`config.mk`:
```
export PLATFORM = sky130hd
export DESIGN_NAME = victim_select
export DESIGN_NICKNAME = d
export VERILOG_FILES = /design/src/rtl/victim_pkg.sv /design/src/rtl/victim_lfsr.sv /design/src/rtl/victim_ctrl.sv /design/src/rtl/victim_dp.sv /design/src/rtl/victim_select.sv
export SDC_FILE = /design/constraint.sdc
export NUM_CORES = 1
export LEC_CHECK = 0
export ABC_CLOCK_PERIOD_IN_PS = 3750
export BUFFER_PORTS_ARGS = -buffer_cell sky130_fd_sc_hd__buf_2
export CELL_PAD_IN_SITES_DETAIL_PLACEMENT = 0
export CELL_PAD_IN_SITES_GLOBAL_PLACEMENT = 1
export CORE_MARGIN = 1.5
export CORE_UTILIZATION = 39
export DETAILED_ROUTE_END_ITERATION = 6
export GPL_TIMING_DRIVEN = 0
export MAX_ROUTING_LAYER = met4
export PLACE_DENSITY = 0.77
export REMOVE_ABC_BUFFERS = 1
export SYNTH_ARGS = -nofsm -noshare
export SYNTH_HDL_FRONTEND = slang
export SYNTH_SLANG_ARGS = --single-unit
```
`constraint.sdc`:
```
create_clock -name clk -period 3.75 [get_ports clk]
set_input_delay 0.5625 -clock clk [delete_from_list [all_inputs] [get_ports clk]]
set_output_delay 0.5625 -clock clk [all_outputs]
set_load 0.02 [all_outputs]
```
`src/rtl/victim_pkg.sv`:
```
package victim_pkg;
  // Strobes passed from control to datapath
  typedef struct packed {
    logic capture;  // latch a new decision this edge
    logic done;     // result register holds a fresh decision
  } ctrlStrobes_t;
endpackage

```
`src/rtl/victim_lfsr.sv`:
```
module victim_lfsr #(
  parameter int LFSR_W = 8,
  parameter logic [LFSR_W-1:0] TAP_MASK = 8'hB8,
  parameter logic [LFSR_W-1:0] SEED = 8'hA5
) (
  input  logic              clk,
  input  logic              rstN,
  output logic [LFSR_W-1:0] state
);
  logic feedBack;

  assign feedBack = ^(state & TAP_MASK);

  always_ff @(posedge clk or negedge rstN) begin
    if (!rstN) state <= SEED;
    else       state <= {state[LFSR_W-2:0], feedBack};
  end
endmodule

```
`src/rtl/victim_ctrl.sv`:
```
module victim_ctrl
  import victim_pkg::*;
(
  input  logic         clk,
  input  logic         rstN,
  input  logic         missStb,
  output ctrlStrobes_t strobes
);
  logic doneQ;

  always_ff @(posedge clk or negedge rstN) begin
    if (!rstN) doneQ <= 1'b0;
    else       doneQ <= missStb;
  end

  assign strobes.capture = missStb;
  assign strobes.done    = doneQ;
endmodule

```
`src/rtl/victim_dp.sv`:
```
module victim_dp
  import victim_pkg::*;
#(
  parameter int NUM_WAYS = 4,
  parameter int LFSR_W   = 8,
  localparam int WAY_W   = $clog2(NUM_WAYS)
) (
  input  logic                clk,
  input  logic                rstN,
  input  ctrlStrobes_t        strobes,
  input  logic [NUM_WAYS-1:0] validBits,
  input  logic [NUM_WAYS-1:0] dirtyBits,
  input  logic [LFSR_W-1:0]   rndState,
  output logic [WAY_W-1:0]    victimWay,
  output logic                writeBack
);
  logic [WAY_W-1:0]    draw;
  logic [NUM_WAYS-1:0] cleanMask;
  logic [NUM_WAYS-1:0] allowMask;
  logic                anyInvalid;
  logic                anyClean;
  logic [WAY_W-1:0]    lowInvalid;
  logic [WAY_W-1:0]    rotPick;
  logic [WAY_W-1:0]    nextWay;
  logic                nextWb;
  logic                foundInv;
  logic                foundRot;

  assign draw       = rndState[WAY_W-1:0];
  assign anyInvalid = ~&validBits;
  assign cleanMask  = ~dirtyBits;
  assign anyClean   = |cleanMask;
  assign allowMask  = anyClean ? cleanMask : {NUM_WAYS{1'b1}};

  // Stage 1: lowest invalid way
  always_comb begin
    lowInvalid = '0;
    foundInv   = 1'b0;
    for (int i = 0; i < NUM_WAYS; i++) begin
      if (!foundInv && !validBits[i]) begin
        lowInvalid = WAY_W'(i);
        foundInv   = 1'b1;
      end
    end
  end

  // Stage 2: rotate upward from the draw to the first allowed way
  always_comb begin
    rotPick  = draw;
    foundRot = 1'b0;
    for (int i = 0; i < NUM_WAYS; i++) begin
      logic [WAY_W-1:0] idx;
      idx = draw + WAY_W'(i);
      if (!foundRot && allowMask[idx]) begin
        rotPick  = idx;
        foundRot = 1'b1;
      end
    end
  end

  always_comb begin
    if (anyInvalid) begin
      nextWay = lowInvalid;
      nextWb  = 1'b0;
    end else begin
      nextWay = rotPick;
      nextWb  = dirtyBits[rotPick];
    end
  end

  always_ff @(posedge clk or negedge rstN) begin
    if (!rstN) begin
      victimWay <= '0;
      writeBack <= 1'b0;
    end else if (strobes.capture) begin
      victimWay <= nextWay;
      writeBack <= nextWb;
    end
  end
endmodule

```
`src/rtl/victim_select.sv`:
```
module victim_select
  import victim_pkg::*;
#(
  parameter int NUM_WAYS = 4,
  parameter int LFSR_W   = 8,
  parameter logic [LFSR_W-1:0] TAP_MASK = 8'hB8,
  parameter logic [LFSR_W-1:0] SEED     = 8'hA5,
  localparam int WAY_W   = $clog2(NUM_WAYS)
) (
  input  logic                clk,
  input  logic                rstN,
  input  logic                missStb,
  input  logic [NUM_WAYS-1:0] validBits,
  input  logic [NUM_WAYS-1:0] dirtyBits,
  output logic [WAY_W-1:0]    victimWay,
  output logic                writeBack,
  output logic                done
);
  ctrlStrobes_t      strobes;
  logic [LFSR_W-1:0] rndState;

  victim_lfsr #(.LFSR_W(LFSR_W), .TAP_MASK(TAP_MASK), .SEED(SEED)) uLfsr (
    .clk(clk), .rstN(rstN), .state(rndState)
  );

  victim_ctrl uCtrl (
    .clk(clk), .rstN(rstN), .missStb(missStb), .strobes(strobes)
  );

  victim_dp #(.NUM_WAYS(NUM_WAYS), .LFSR_W(LFSR_W)) uDp (
    .clk(clk), .rstN(rstN), .strobes(strobes),
    .validBits(validBits), .dirtyBits(dirtyBits), .rndState(rndState),
    .victimWay(victimWay), .writeBack(writeBack)
  );

  assign done = strobes.done;
endmodule

```
Word-level counts from Yosys, hierarchy flattened
Index checks and enable logic that the tools add are counted.
- $lt $le $gt $ge: 5
- add/sub/neg operators: 3
- reduce and logical (&&, ||, !) cells: 17
- bitwise logic cells: 1
- muxes and demuxes: 25
- operator list (cell ; count):
    less-than comparator 2 x 3 -> 1 bit (second input constant) ; 5
    2-to-1 mux 1 bit ; 13
    2-to-1 mux 2 bit ; 6
    binary-select mux 1 bit (select 2 bit) ; 5
    logical NOT 1 bit ; 8
    parity 8 bit ; 1
    logical AND 1 bit ; 6
    adder 2 bit (second input constant) ; 2
    2-to-1 mux 4 bit ; 1
    NOT 4 bit ; 1
    AND reduction 4 bit ; 1
    OR reduction 4 bit ; 1
    adder 2 x 1 -> 2 bit (second input constant) ; 1
- register bits after elaboration: 12
- word-level logic and storage cells: 55
- input port bits: 11

Logic depth before layout (Yosys ltp)
Gate-level depths: netlist (run 1).
- word-level depth: 18
- mapped depth: 5
- gate-level depth less buffers: 4

Modules after synthesis
From an unflattened synthesis (run 1), not the netlist that was laid out.
- cells, all modules: 48
- area, all modules: 540.5 µm²
- modules (own cells, without submodules) (module ; area each (µm²) ; cells each ; instances ; seq. area each (µm²)):
    victim_dp ; 269.0 ; 34 ; 1 ; 75.1
    victim_lfsr ; 231.5 ; 11 ; 1 ; 205.2
    victim_ctrl ; 40.0 ; 3 ; 1 ; 25.0

Least setup slack after synthesis (run 1)
OpenSTA, ideal clock, no wires.
- path kind: input-to-reg
- start: input dirtyBits[2]
- end: register uDp.writeBack
- arrival time: 1.162 ns
- cell stages on the path: 4
- setup slack: 2.458 ns
- path through: nor2_1 a21o_1 a2111oi_2 nor3_1
- cells in the longest elaborated chain, start to end: 18
- elaborated cells between the ends (all ways): 26
- classes of those cells: 18 x mux; 1 x bitwise; 7 x reduce/logical
- RTL lines (what ; RTL line ; source):
    start, declared ; victim_select.sv:14 ; input logic [NUM_WAYS-1:0] dirtyBits,
    NOT 4 bit ; victim_dp.sv:31 ; assign cleanMask = ~dirtyBits;
    OR reduction 4 bit ; victim_dp.sv:32 ; assign anyClean = |cleanMask;
    2-to-1 mux 4 bit ; victim_dp.sv:33 ; assign allowMask = anyClean ? cleanMask : {NUM_WAYS{1'b1}};
    binary-select mux 1 bit (select 2 bit) ; victim_dp.sv:54 ; if (!foundRot && allowMask[idx]) begin
    2-to-1 mux 1 bit (not written as such) ; victim_dp.sv:54 ;
    2-to-1 mux 1 bit ; victim_dp.sv:54 ;
    logical NOT 1 bit ; victim_dp.sv:54 ;
    logical AND 1 bit ; victim_dp.sv:54 ;
    [2 not listed] ; -- ;
    logical AND 1 bit ; victim_dp.sv:54 ;
    2-to-1 mux 1 bit ; victim_dp.sv:54 ;
    logical NOT 1 bit ; victim_dp.sv:54 ;
    logical AND 1 bit ; victim_dp.sv:54 ;
    2-to-1 mux 2 bit ; victim_dp.sv:54 ;
    binary-select mux 1 bit (select 2 bit) (*) ; victim_dp.sv:67 ; nextWb = dirtyBits[rotPick];
    2-to-1 mux 1 bit (not written as such) (*) ; victim_dp.sv:67 ;
    2-to-1 mux 1 bit (*) ; victim_dp.sv:62 ; if (anyInvalid) begin
    end signal, assigned ; victim_dp.sv:77 ; writeBack <= nextWb;
    end, declared ; victim_dp.sv:15 ; output logic writeBack
Every way passes the cells marked *; elsewhere a longest branch is shown, timed or not. The select of a mux whose other input is x is not followed.
A chain may end at the register's enable or synchronous reset.

Worst setup path in the final report (run 1)
- start: register uDp.writeBack
- end: output writeBack
- RTL lines (what ; RTL line ; source):
    end, declared ; victim_select.sv:16 ; output logic writeBack,
No word-level cell between the ends.

==> flow_summary.ini, run 1 <==
[status]
status = complete, no violations

[critical_path]
r2r_slack_ps = 2380
startpoint_type = flip-flop
crit_fanout = 2
path_delay_family = flip-flops
crit_slowest_cell = dfrtp_1
path_cells = buf_2
crit_path_end_kind = output port
critPathArrivalTime_ps = 820
max_stage_delay_ps = 390
crit_buf_inv = 1
crit_type = flip-flop to output port
critPathRequiredTime_ps = 3190

[finish]
fin_area_um2 = 662
final_cells = 85
finalNetCount = 82
antenna_cells = 0
syn2layout_area_growth_pct = 20.5
layout-drive-gt1-share = 0.329
nFillCells = 127

[global_route]
grt_first_pass_wirelength_mm = 1.85
antenna_found_initial = 0
grt_start_max_net_pins = 13
gr-total-overflow = 0
grt_pass1_vias = 399
grt_use_total = 0.187

[floorplanning]
core_area_mm2 = 0.00130
die_area_mm2 = 0.00164
pin_count = 15
floorplan.initialDensity = 0.422
rows = 13
die_w_um = 40.5
die_y_um = 40.5

[timing]
hold_slack_ps = 149
worst_slew_pin_slew_ps = 339
rsz0062_at_grt = false
clock_skew_ps = 0.672
fin_tns_setup_ps = 0
post-route-min-period_ps = 1380
slew_headroom = 0.774
timing.fmax_mhz = 725
hold_viol = 0
slew_viol_final = 0
fin_crit_sh = 0.368
setup_violations = 0

[cts]
cts.path.max_buffers = 2
htreeDepth = 1
clkTransAtPathRegs_ps = 70
cts_tree = built
cts_setup_buffers = 0
numCtsBuffers = 3
hold_buffers = 0
cts_resized = 0
clk_latency_ps = 270
cts.sinks = 12
root_buffer = clkbuf_4

[min_path]
hold_path.class = input pin to asynchronous set/reset pin

[detailed_routing]
wire_per_inst_um = 12.5
vias = 440
drt-initial-drc-count = 10
drc = 0
wirelength_mm = 1.06
firstDrtPassIters = 4
drtAntennaViolNets = 0
via_per_inst = 5.18

[flow_run]
maxCapViolCount = 0

[synthesis]
ys_ff_latch = 12
synth.top_cell.area_share = 0.364
ys_seq_area_frac = 0.556
syn-instance-count = 54
synth_warnings = 0
ys_types = 24
synthesis.area_um2 = 549
synth.largest_area_cell = dfrtp_1
synth_area_leaders = dfrtp_1 36%, dfstp_2 19%, nand2_1 4.1%
synth_area_per_cell_um2 = 10.2

[placement]
postPlaceCellArea_um2 = 626
io_buffers = 14
place_inst = 81
gp_congestion = 0.756
hpwl_um = 799

[power_and_ir_drop]
p_per_area_mw_per_mm2 = 396
p_leak_nw = 0.311
ir_worst_vdd_uv = 259
worst paths after layout:
check                                               start                         to  cells past startpoint
worst max register to register   uLfsr.state[1]$_DFF_PN0_  uDp.writeBack$_DFFE_PN0P_                      4
worst min-delay path                                 rstN   uLfsr.state[3]$_DFF_PN0_                      1
min in group clk                 uLfsr.state[6]$_DFF_PN0_   uLfsr.state[7]$_DFF_PN1_                      0
max in group asynchronous                            rstN   uLfsr.state[7]$_DFF_PN1_                      1
worst max-delay path            uDp.writeBack$_DFFE_PN0P_                  writeBack                      1
worst min register to register   uLfsr.state[6]$_DFF_PN0_   uLfsr.state[7]$_DFF_PN1_                      0
cell usage after synthesis:
cell type,n
buf_2,1
nor2_1,4
xnor2_1,2
dfstp_2,4
dfrtp_1,8
a31oi_1,1
nand2_1,6
o21ai_0,4
a21oi_1,3
a21o_1,1
o22ai_1,1
nor2b_1,3
a21boi_0,1
buf_4,1
nand3_1,1
o21ai_1,2
xor2_1,1
o21a_1,2
nor3_1,2
a221oi_1,1
a2111oi_2,1
nor3b_1,1
o211ai_1,1
inv_1,2
logic make-up after synthesis:
kind of cell | Yosys count | share of synthesized area
AO/OA/AOI/OAI | 18 | 0.216
XOR/XNOR | 3 | 0.0478
buffers and inverters | 4 | 0.0364
flip-flops | 12 | 0.556
AND/OR/NAND/NOR | 17 | 0.143
cells in the final DEF (no fill, tap or decap), drive strengths merged:
cell | netlist | final
a2111oi | 1 | 1
a21boi | 1 | 1
a21o | 1 | 1
a21oi | 3 | 3
a221oi | 1 | 1
a31oi | 1 | 1
buf | 2 | 14
clkbuf | 0 | 4
dfrtp | 8 | 8
dfstp | 4 | 4
inv | 2 | 2
nand2 | 6 | 6
nand3 | 1 | 1
nor2 | 4 | 4
nor2b | 3 | 3
nor3 | 2 | 2
nor3b | 1 | 1
o211ai | 1 | 1
o21a | 2 | 2
o21ai | 6 | 6
o22ai | 1 | 1
xnor2 | 2 | 2
xor2 | 1 | 1
flip-flops by register name (all words and copies together) (netlist names):
signal,cells
uLfsr.state,8
uDp.victimWay,2
uDp.writeBack,1
uCtrl.doneQ,1
cell type report:
class | instances | area [um^2] | share of cell area
clock buffer | 4 | 36.3 | 0.0548
timing repair buffer | 14 | 70.1 | 0.106
multi-input combinational | 38 | 224 | 0.338
tap | 15 | 18.8 | 0.0284
sequential | 12 | 305 | 0.461
inverter | 2 | 7.51 | 0.0113
where the power goes:
group	internal (mW)	switching, mW
Sequential	0.132	0.000989
Combinational	0.0108	0.0165
Clock	0.0590	0.0428
Total	0.202	0.0603
metal layers:
layer | track usage | wire, um | vias up
li1 | - | - | 220
met1 | 0.258 | 517 | 207
met2 | 0.246 | 492 | 13
met3 | 0.0833 | 51 | 0
met4 | 0.0500 | 0 | 0
met5 | - | 0 | -
stage by stage:
step	util	power (mW)	setup WS, ps
floorplan	-	0.148	2450
global placement	0.481	0.162	2210
detailed placement	0.481	0.163	2230
CTS	0.509	0.266	2360
global route	0.509	0.279	2320
finish	0.509	0.262	2370
(Power assumes the default switching activity.)
==> run 2: changes to the inputs <==
--- a/config.mk
+++ b/config.mk
@@ -5,16 +5,18 @@
 export SDC_FILE = /design/constraint.sdc
 export NUM_CORES = 1
 export LEC_CHECK = 0
-export ABC_CLOCK_PERIOD_IN_PS = 3750
+export ABC_AREA = 1
+export ABC_CLOCK_PERIOD_IN_PS = 1350
 export BUFFER_PORTS_ARGS = -buffer_cell sky130_fd_sc_hd__buf_2
 export CELL_PAD_IN_SITES_DETAIL_PLACEMENT = 0
 export CELL_PAD_IN_SITES_GLOBAL_PLACEMENT = 1
+export CORE_ASPECT_RATIO = 1.2
 export CORE_MARGIN = 1.5
-export CORE_UTILIZATION = 39
+export CORE_UTILIZATION = 38
 export DETAILED_ROUTE_END_ITERATION = 6
 export GPL_TIMING_DRIVEN = 0
 export MAX_ROUTING_LAYER = met4
-export PLACE_DENSITY = 0.77
+export PLACE_DENSITY = 0.75
 export REMOVE_ABC_BUFFERS = 1
 export SYNTH_ARGS = -nofsm -noshare
 export SYNTH_HDL_FRONTEND = slang
==> constraint.sdc (replaced) <==
create_clock -name clk -period 1.35 [get_ports clk]
set_input_delay 0.2025 -clock clk [delete_from_list [all_inputs] [get_ports clk]]
set_output_delay 0.2025 -clock clk [all_outputs]
set_load 0.02 [all_outputs]
==> run 2 against run 1 <==
Effect of this change:
- flip-flop and latch count did not move
- die area rose by 34%
- global-route usage fell by 2.1 points
- sequential power rose to 2.8 times the previous value
- the flow now finishes with violations (negative setup slack)
- clock power rose to 2.7 times the previous value
- final area rose by 49%
- register-to-register slack got worse by 2800 ps
- first-iteration DRC count fell by 80%
- synthesized cell count rose by 70%
- core utilization rose by 3.0 points
- sequential share of layout area fell by 15 points
- non-clock buffer count rose by 7
==> flow_summary.ini, run 2 <==
[critical_path]
r2r-start = uLfsr.state[0]$_DFF_PN1_
crit_slowest_cell = dfstp_2
max_stage_delay_ps = 680
crit_path_end_kind = flip-flop
crit_type = flip-flop to flip-flop
reg2reg_depth = 13
critPathRequiredTime_ps = 1510
crit_fanout = 8
critical_path.most_common_cell = nand2_1
critPathArrivalTime_ps = 1920
path_delay_family = simple AND/OR/NAND/NOR gates
cp-startpoint = uLfsr.state[0]$_DFF_PN1_
startpoint_type = flip-flop
path_cells = inv_4 > nand2_1 > nand3_2 > nand2_4 > nand3_2 > nand2_2 > nand2_2 > nand2_2 > nand2_1 > nand2_1 > nand2_1 > nand2_1 > nand2_1
crit_buf_inv = 1
crit_cells = 13

[timing]
worst_slew_pin_slew_ps = 365
post-route-min-period_ps = 1750
setup_violations = 2
fin_crit_sh = 1.30
timing.fmax_mhz = 570
hold_viol = 0
slew_viol_final = 0
layout_setup_ws_ps = -403
rsz0062_at_grt = true
slew_headroom = 0.756
clock_skew_ps = 4.66

[detailed_routing]
vias = 652
drt-initial-drc-count = 2
wirelength_mm = 1.49
drtAntennaViolNets = 0
via_per_inst = 4.83
drc = 0
wire_per_inst_um = 11.0
firstDrtPassIters = 2

[global_route]
grt_pass1_vias = 636
grt_use_total = 0.166
gr-total-overflow = 0
antenna_found_initial = 0
grt_first_pass_wirelength_mm = 2.69
grt_start_max_net_pins = 13

[min_path]
hold_path.class = input pin to flip-flop
whs_path_depth = 1
holdCritStartpoint = missStb

[synthesis]
synth.top_cell.area_share = 0.274
synth_area_per_cell_um2 = 7.94
synth_area_leaders = dfrtp_1 27%, dfstp_2 14%, nand2_1 14%
ys_seq_area_frac = 0.418
synthArstFlopShare = 1.00
syn-instance-count = 92
synth_warnings = 0
synth_edf_count = 0
synthFlopType = dfrtp_1
ys_ff_latch = 12
synthTopCellsByCount = 27 x nand2_1, 15 x nand3_1, 11 x inv_1
synthesis.area_um2 = 731
synth_most_common_cell = nand2_1
synth.largest_area_cell = dfrtp_1
ys_types = 22

[finish]
final_common_cell = nand2_1
top_regs = uLfsr.state: 8 flops, uDp.victimWay: 2 flops
fin_area_um2 = 986
largest_register_ffs = 8
finalNetCount = 128
top_register = uLfsr.state
final_cells = 135
syn2layout_area_growth_pct = 34.9
layout_common_cells = 21 x nand2_1, 14 x buf_2, 10 x inv_1
antenna_cells = 0
nFillCells = 181
layout-drive-gt1-share = 0.474

[floorplanning]
pin_count = 15
die_area_mm2 = 0.00220
core_area_mm2 = 0.00183
rows = 17
die_y_um = 51.0
floorplan.initialDensity = 0.399
die_w_um = 43.0

[cts]
numCtsBuffers = 3
cts.sinks = 12
clk_latency_ps = 270
cts_tree = built
htreeDepth = 1
clkTransAtPathRegs_ps = 70
cts.path.max_buffers = 2
root_buffer = clkbuf_4

[placement]
io_buffers = 14
gp_congestion = 0.754
place_inst = 124
hpwl_mm = 1.08
postPlaceCellArea_um2 = 813

[status]
status = finished with violations
violations = negative setup slack

[power_and_ir_drop]
ir_worst_vdd_uv = 896
p_per_area_mw_per_mm2 = 792
finalPower_uw = 781
p_leak_nw = 0.524

[flow_run]
maxCapViolCount = 0
run 2: cell count changes after synthesis, moves of 2 or more:
cell     change
o21ai_0      -2
nand2_1     +21
nor2b_1      -3
nand2_2      +3
nand2_4      +2
inv_2        +3
inv_1        +9
nand3_1     +14
nor2_1       -2
nor3_1       -2
a21oi_1      -2
o21a_1       -2
nand3_2      +2
run 2: through the flow:
step / worst slack, ps / utilization / TNS, ps / hold WS, ps
final: -403 / 0.539 / -766 / 62.7
after global routing: -530 / 0.539 / -1020 / 57.3
after CTS: -348 / 0.488 / -611 / 56.6
after detailed placement: -409 / 0.445 / -743 / 85.2
after global placement: -408 / 0.445 / -744 / 80.6
after floorplan: -212 / - / -334 / -93.1
run 2: cell type report:
type / count / area, um^2 / area share
flip-flops and latches: 12 / 305 / 0.310
inverters: 14 / 55.1 / 0.0558
well taps: 19 / 23.8 / 0.0241
repair buffers: 21 / 125 / 0.127
clock buffers: 4 / 36.3 / 0.0368
multi-input cells: 65 / 440 / 0.447
run 2: per-layer routing:
layer	wire length [um]	global-route usage	part of all wire
met5	0	-	0
met4	0	0.0202	0
met3	82	0.0813	0.055
met2	737	0.265	0.50
met1	666	0.196	0.45
run 2: where the power goes:
| part | leakage (nW) | internal, mW | switching [mW] |
|---|---|---|---|
| clock network | 0.0210 | 0.164 | 0.115 |
| registers | 0.149 | 0.367 | 0.00285 |
| logic | 0.354 | 0.0508 | 0.0818 |
run 2: cells by family (layout without fill, tap and decap cells):
group                     count (synthesis)  in the layout  synth area share
AOI/OAI and AO/OA                         8              8            0.0685
xor gates and xnor gates                  4              4            0.0582
and+or+nand+nor                          53             53             0.368
DFF                                      12             12             0.418
buffers and inverters                    15             39            0.0873
run 2: final timing paths:
check,end,slack (ps)
max,uDp.victimWay[1]$_DFFE_PN0P_,-400
max in group asynchronous,uLfsr.state[2]$_DFF_PN1_,750
min,uCtrl.doneQ$_DFF_PN0_,60
min reg2reg,uLfsr.state[7]$_DFF_PN1_,360
min in group asynchronous,uLfsr.state[1]$_DFF_PN0_,330
max reg2reg,uDp.victimWay[1]$_DFFE_PN0P_,-400
run 2: worst register-to-register path, cell delays in order (launching register included):
cell     delay (ps)
dfstp_2         680
inv_4           100
nand2_1          90
nand3_2          80
nand2_4         130
nand3_2         100
nand2_2          80
nand2_2          50
nand2_2          70
nand2_1          40
nand2_1          60
nand2_1          50
nand2_1          60
nand2_1          50
run 2: timing repair:
action,in CTS,in global routing
endpoints found under the hold margin,8,0
resized for setup,2,17
hold buffers,1,0
pin swaps,3,12
setup endpoints to repair,2,2
setup buffers,3,3
==> run 3: changes to the inputs <==
--- a/config.mk
+++ b/config.mk
@@ -8,15 +8,12 @@
 export ABC_AREA = 1
 export ABC_CLOCK_PERIOD_IN_PS = 1350
 export BUFFER_PORTS_ARGS = -buffer_cell sky130_fd_sc_hd__buf_2
-export CELL_PAD_IN_SITES_DETAIL_PLACEMENT = 0
-export CELL_PAD_IN_SITES_GLOBAL_PLACEMENT = 1
-export CORE_ASPECT_RATIO = 1.2
 export CORE_MARGIN = 1.5
-export CORE_UTILIZATION = 38
+export CORE_UTILIZATION = 51
 export DETAILED_ROUTE_END_ITERATION = 6
 export GPL_TIMING_DRIVEN = 0
 export MAX_ROUTING_LAYER = met4
-export PLACE_DENSITY = 0.75
+export PLACE_DENSITY = 0.74
 export REMOVE_ABC_BUFFERS = 1
 export SYNTH_ARGS = -nofsm -noshare
 export SYNTH_HDL_FRONTEND = slang
==> run 3 against run 2 <==
Effect of this change:
- the flow still finishes with violations (negative setup slack)
- final area fell by 7.2%
- routed wire length rose by 2.6%
- combinational power fell by 9.8%
- die area fell by 24%
- clock power fell by 23%
- cell count fell by 5.2%
- critical path depth fell by 1
- critical endpoint unchanged
- largest power group unchanged
- total power fell by 9.8%
- non-clock buffer count fell by 2
- hold slack got worse by 1.8 ps
==> flow_summary.ini, run 3 (synthesis results as in run 2) <==
[cts]
numCtsBuffers = 3
cts.path.max_buffers = 2
clk_latency_ps = 270
clkTransAtPathRegs_ps = 70
cts.sinks = 12
htreeDepth = 1
cts_tree = built
root_buffer = clkbuf_4

[timing]
clock_skew_ps = 3.49
worst_slew_pin_slew_ps = 340
slew_headroom = 0.773
hold_viol = 0
post-route-min-period_ps = 1730
slew_viol_final = 0
layout_setup_ws_ps = -378
hold_slack_ps = 60.9
setup_violations = 2
rsz0062_at_grt = true
timing.fmax_mhz = 579
fin_crit_sh = 1.28

[placement]
place_ws_ps = -417
postPlaceCellArea_um2 = 808
gp_congestion = 0.745
io_buffers = 14
hpwl_mm = 1.09

[floorplanning]
core_area_mm2 = 0.00132
pin_count = 15
die_area_mm2 = 0.00167
die_y_um = 40.9
floorplan.initialDensity = 0.555
rows = 13
die_w_um = 40.9

[status]
violations = negative setup slack
status = finished with violations

[finish]
finalCoreUtilization = 0.694
antenna_cells = 0
top_register = uLfsr.state
finalNetCount = 126
final_common_cell = nand2_1
top_regs = uLfsr.state: 8 flops, uDp.victimWay: 2 flops
layout-drive-gt1-share = 0.389
fin_area_um2 = 915
syn2layout_area_growth_pct = 25.2
largest_register_ffs = 8
layout_common_cells = 25 x nand2_1, 14 x buf_2, 11 x nand3_1

[detailed_routing]
wire_per_inst_um = 11.9
via_per_inst = 5.39
drc = 0
firstDrtPassIters = 4
wirelength_mm = 1.53
vias = 690
drt-initial-drc-count = 14
drtAntennaViolNets = 0

[min_path]
whs_path_depth = 1
hold_path.class = input pin to flip-flop

[critical_path]
startpoint_type = flip-flop
critPathRequiredTime_ps = 1510
critPathArrivalTime_ps = 1890
reg2reg_depth = 12
crit_type = flip-flop to flip-flop
crit_fanout = 8
crit_path_end_kind = flip-flop

[global_route]
grt_use_total = 0.220
gr-total-overflow = 0
antenna_found_initial = 0
grt_first_pass_wirelength_mm = 2.20
grt_pass1_vias = 576
grt_start_max_net_pins = 13

[power_and_ir_drop]
ir_worst_vdd_uv = 885
p_leak_nw = 0.504
p_per_area_mw_per_mm2 = 771

[flow_run]
maxCapViolCount = 0
## run 3: power breakdown
part | switching (mW) | leakage, nW | internal (mW)
combinational | 0.0767 | 0.342 | 0.0432
clock | 0.112 | 0.0138 | 0.103
sequential | 0.00291 | 0.149 | 0.367
total | 0.192 | 0.504 | 0.513
## run 3: through the flow
stage | instances | power, mW | TNS [ps]
finish | 128 | 0.705 | -715
global route | 128 | 0.754 | -956
CTS | 128 | 0.710 | -588
detailed placement | 120 | 0.490 | -719
global placement | 120 | 0.485 | -682
floorplan | 91 | 0.445 | -334
## run 3: worst paths after layout
kind                                          startpoint                            to  slack, ps
min in group asynchronous                           rstN     uDp.writeBack$_DFFE_PN0P_        340
max in group asynchronous                           rstN      uLfsr.state[5]$_DFF_PN1_        740
worst max register to register  uLfsr.state[0]$_DFF_PN1_  uDp.victimWay[1]$_DFFE_PN0P_       -380
worst max-delay path            uLfsr.state[0]$_DFF_PN1_  uDp.victimWay[1]$_DFFE_PN0P_       -380
worst min-delay path                             missStb         uCtrl.doneQ$_DFF_PN0_         60
worst min register to register  uLfsr.state[6]$_DFF_PN0_      uLfsr.state[7]$_DFF_PN1_        360
## run 3: layer usage
layer  vias to the layer above  track usage  wire length (um)  part of all wire
met5                         -            -                 0                 0
met4                         0        0.133                45             0.030
met3                         6       0.0652                78             0.051
met2                        27        0.363               758              0.50
met1                       319        0.228               642              0.42
li1                        338            -                 -                 -
## run 3: cell type report
cell class              instances  area [um^2]
inverters                      14         55.1
fillers                       102          403
repair buffers                 19          110
clock buffers                   3         22.5
flip-flops and latches         12          305
well taps                      15         18.8
multi-input cells              65          403
## run 3: worst max-delay path, cell delays in order, from the launching register on
cell and delay, ps:
dfstp_2 670, buf_4 160, nand2_1 50, nand3_1 120, nand2_4 90, nand3_4 100, nand3_1 90, nand2_1 70
nand2_1 40, nand2_1 50, nand2_1 40, nand2_1 70, nand2_1 60
## run 3: what timing repair did
action,in CTS,in global routing
hold endpoints to repair,8,0
resized for setup,1,9
setup endpoints to repair,2,2
gates cloned,0,0
pin swaps,3,2
hold buffers,1,0
buffers inserted,4,0
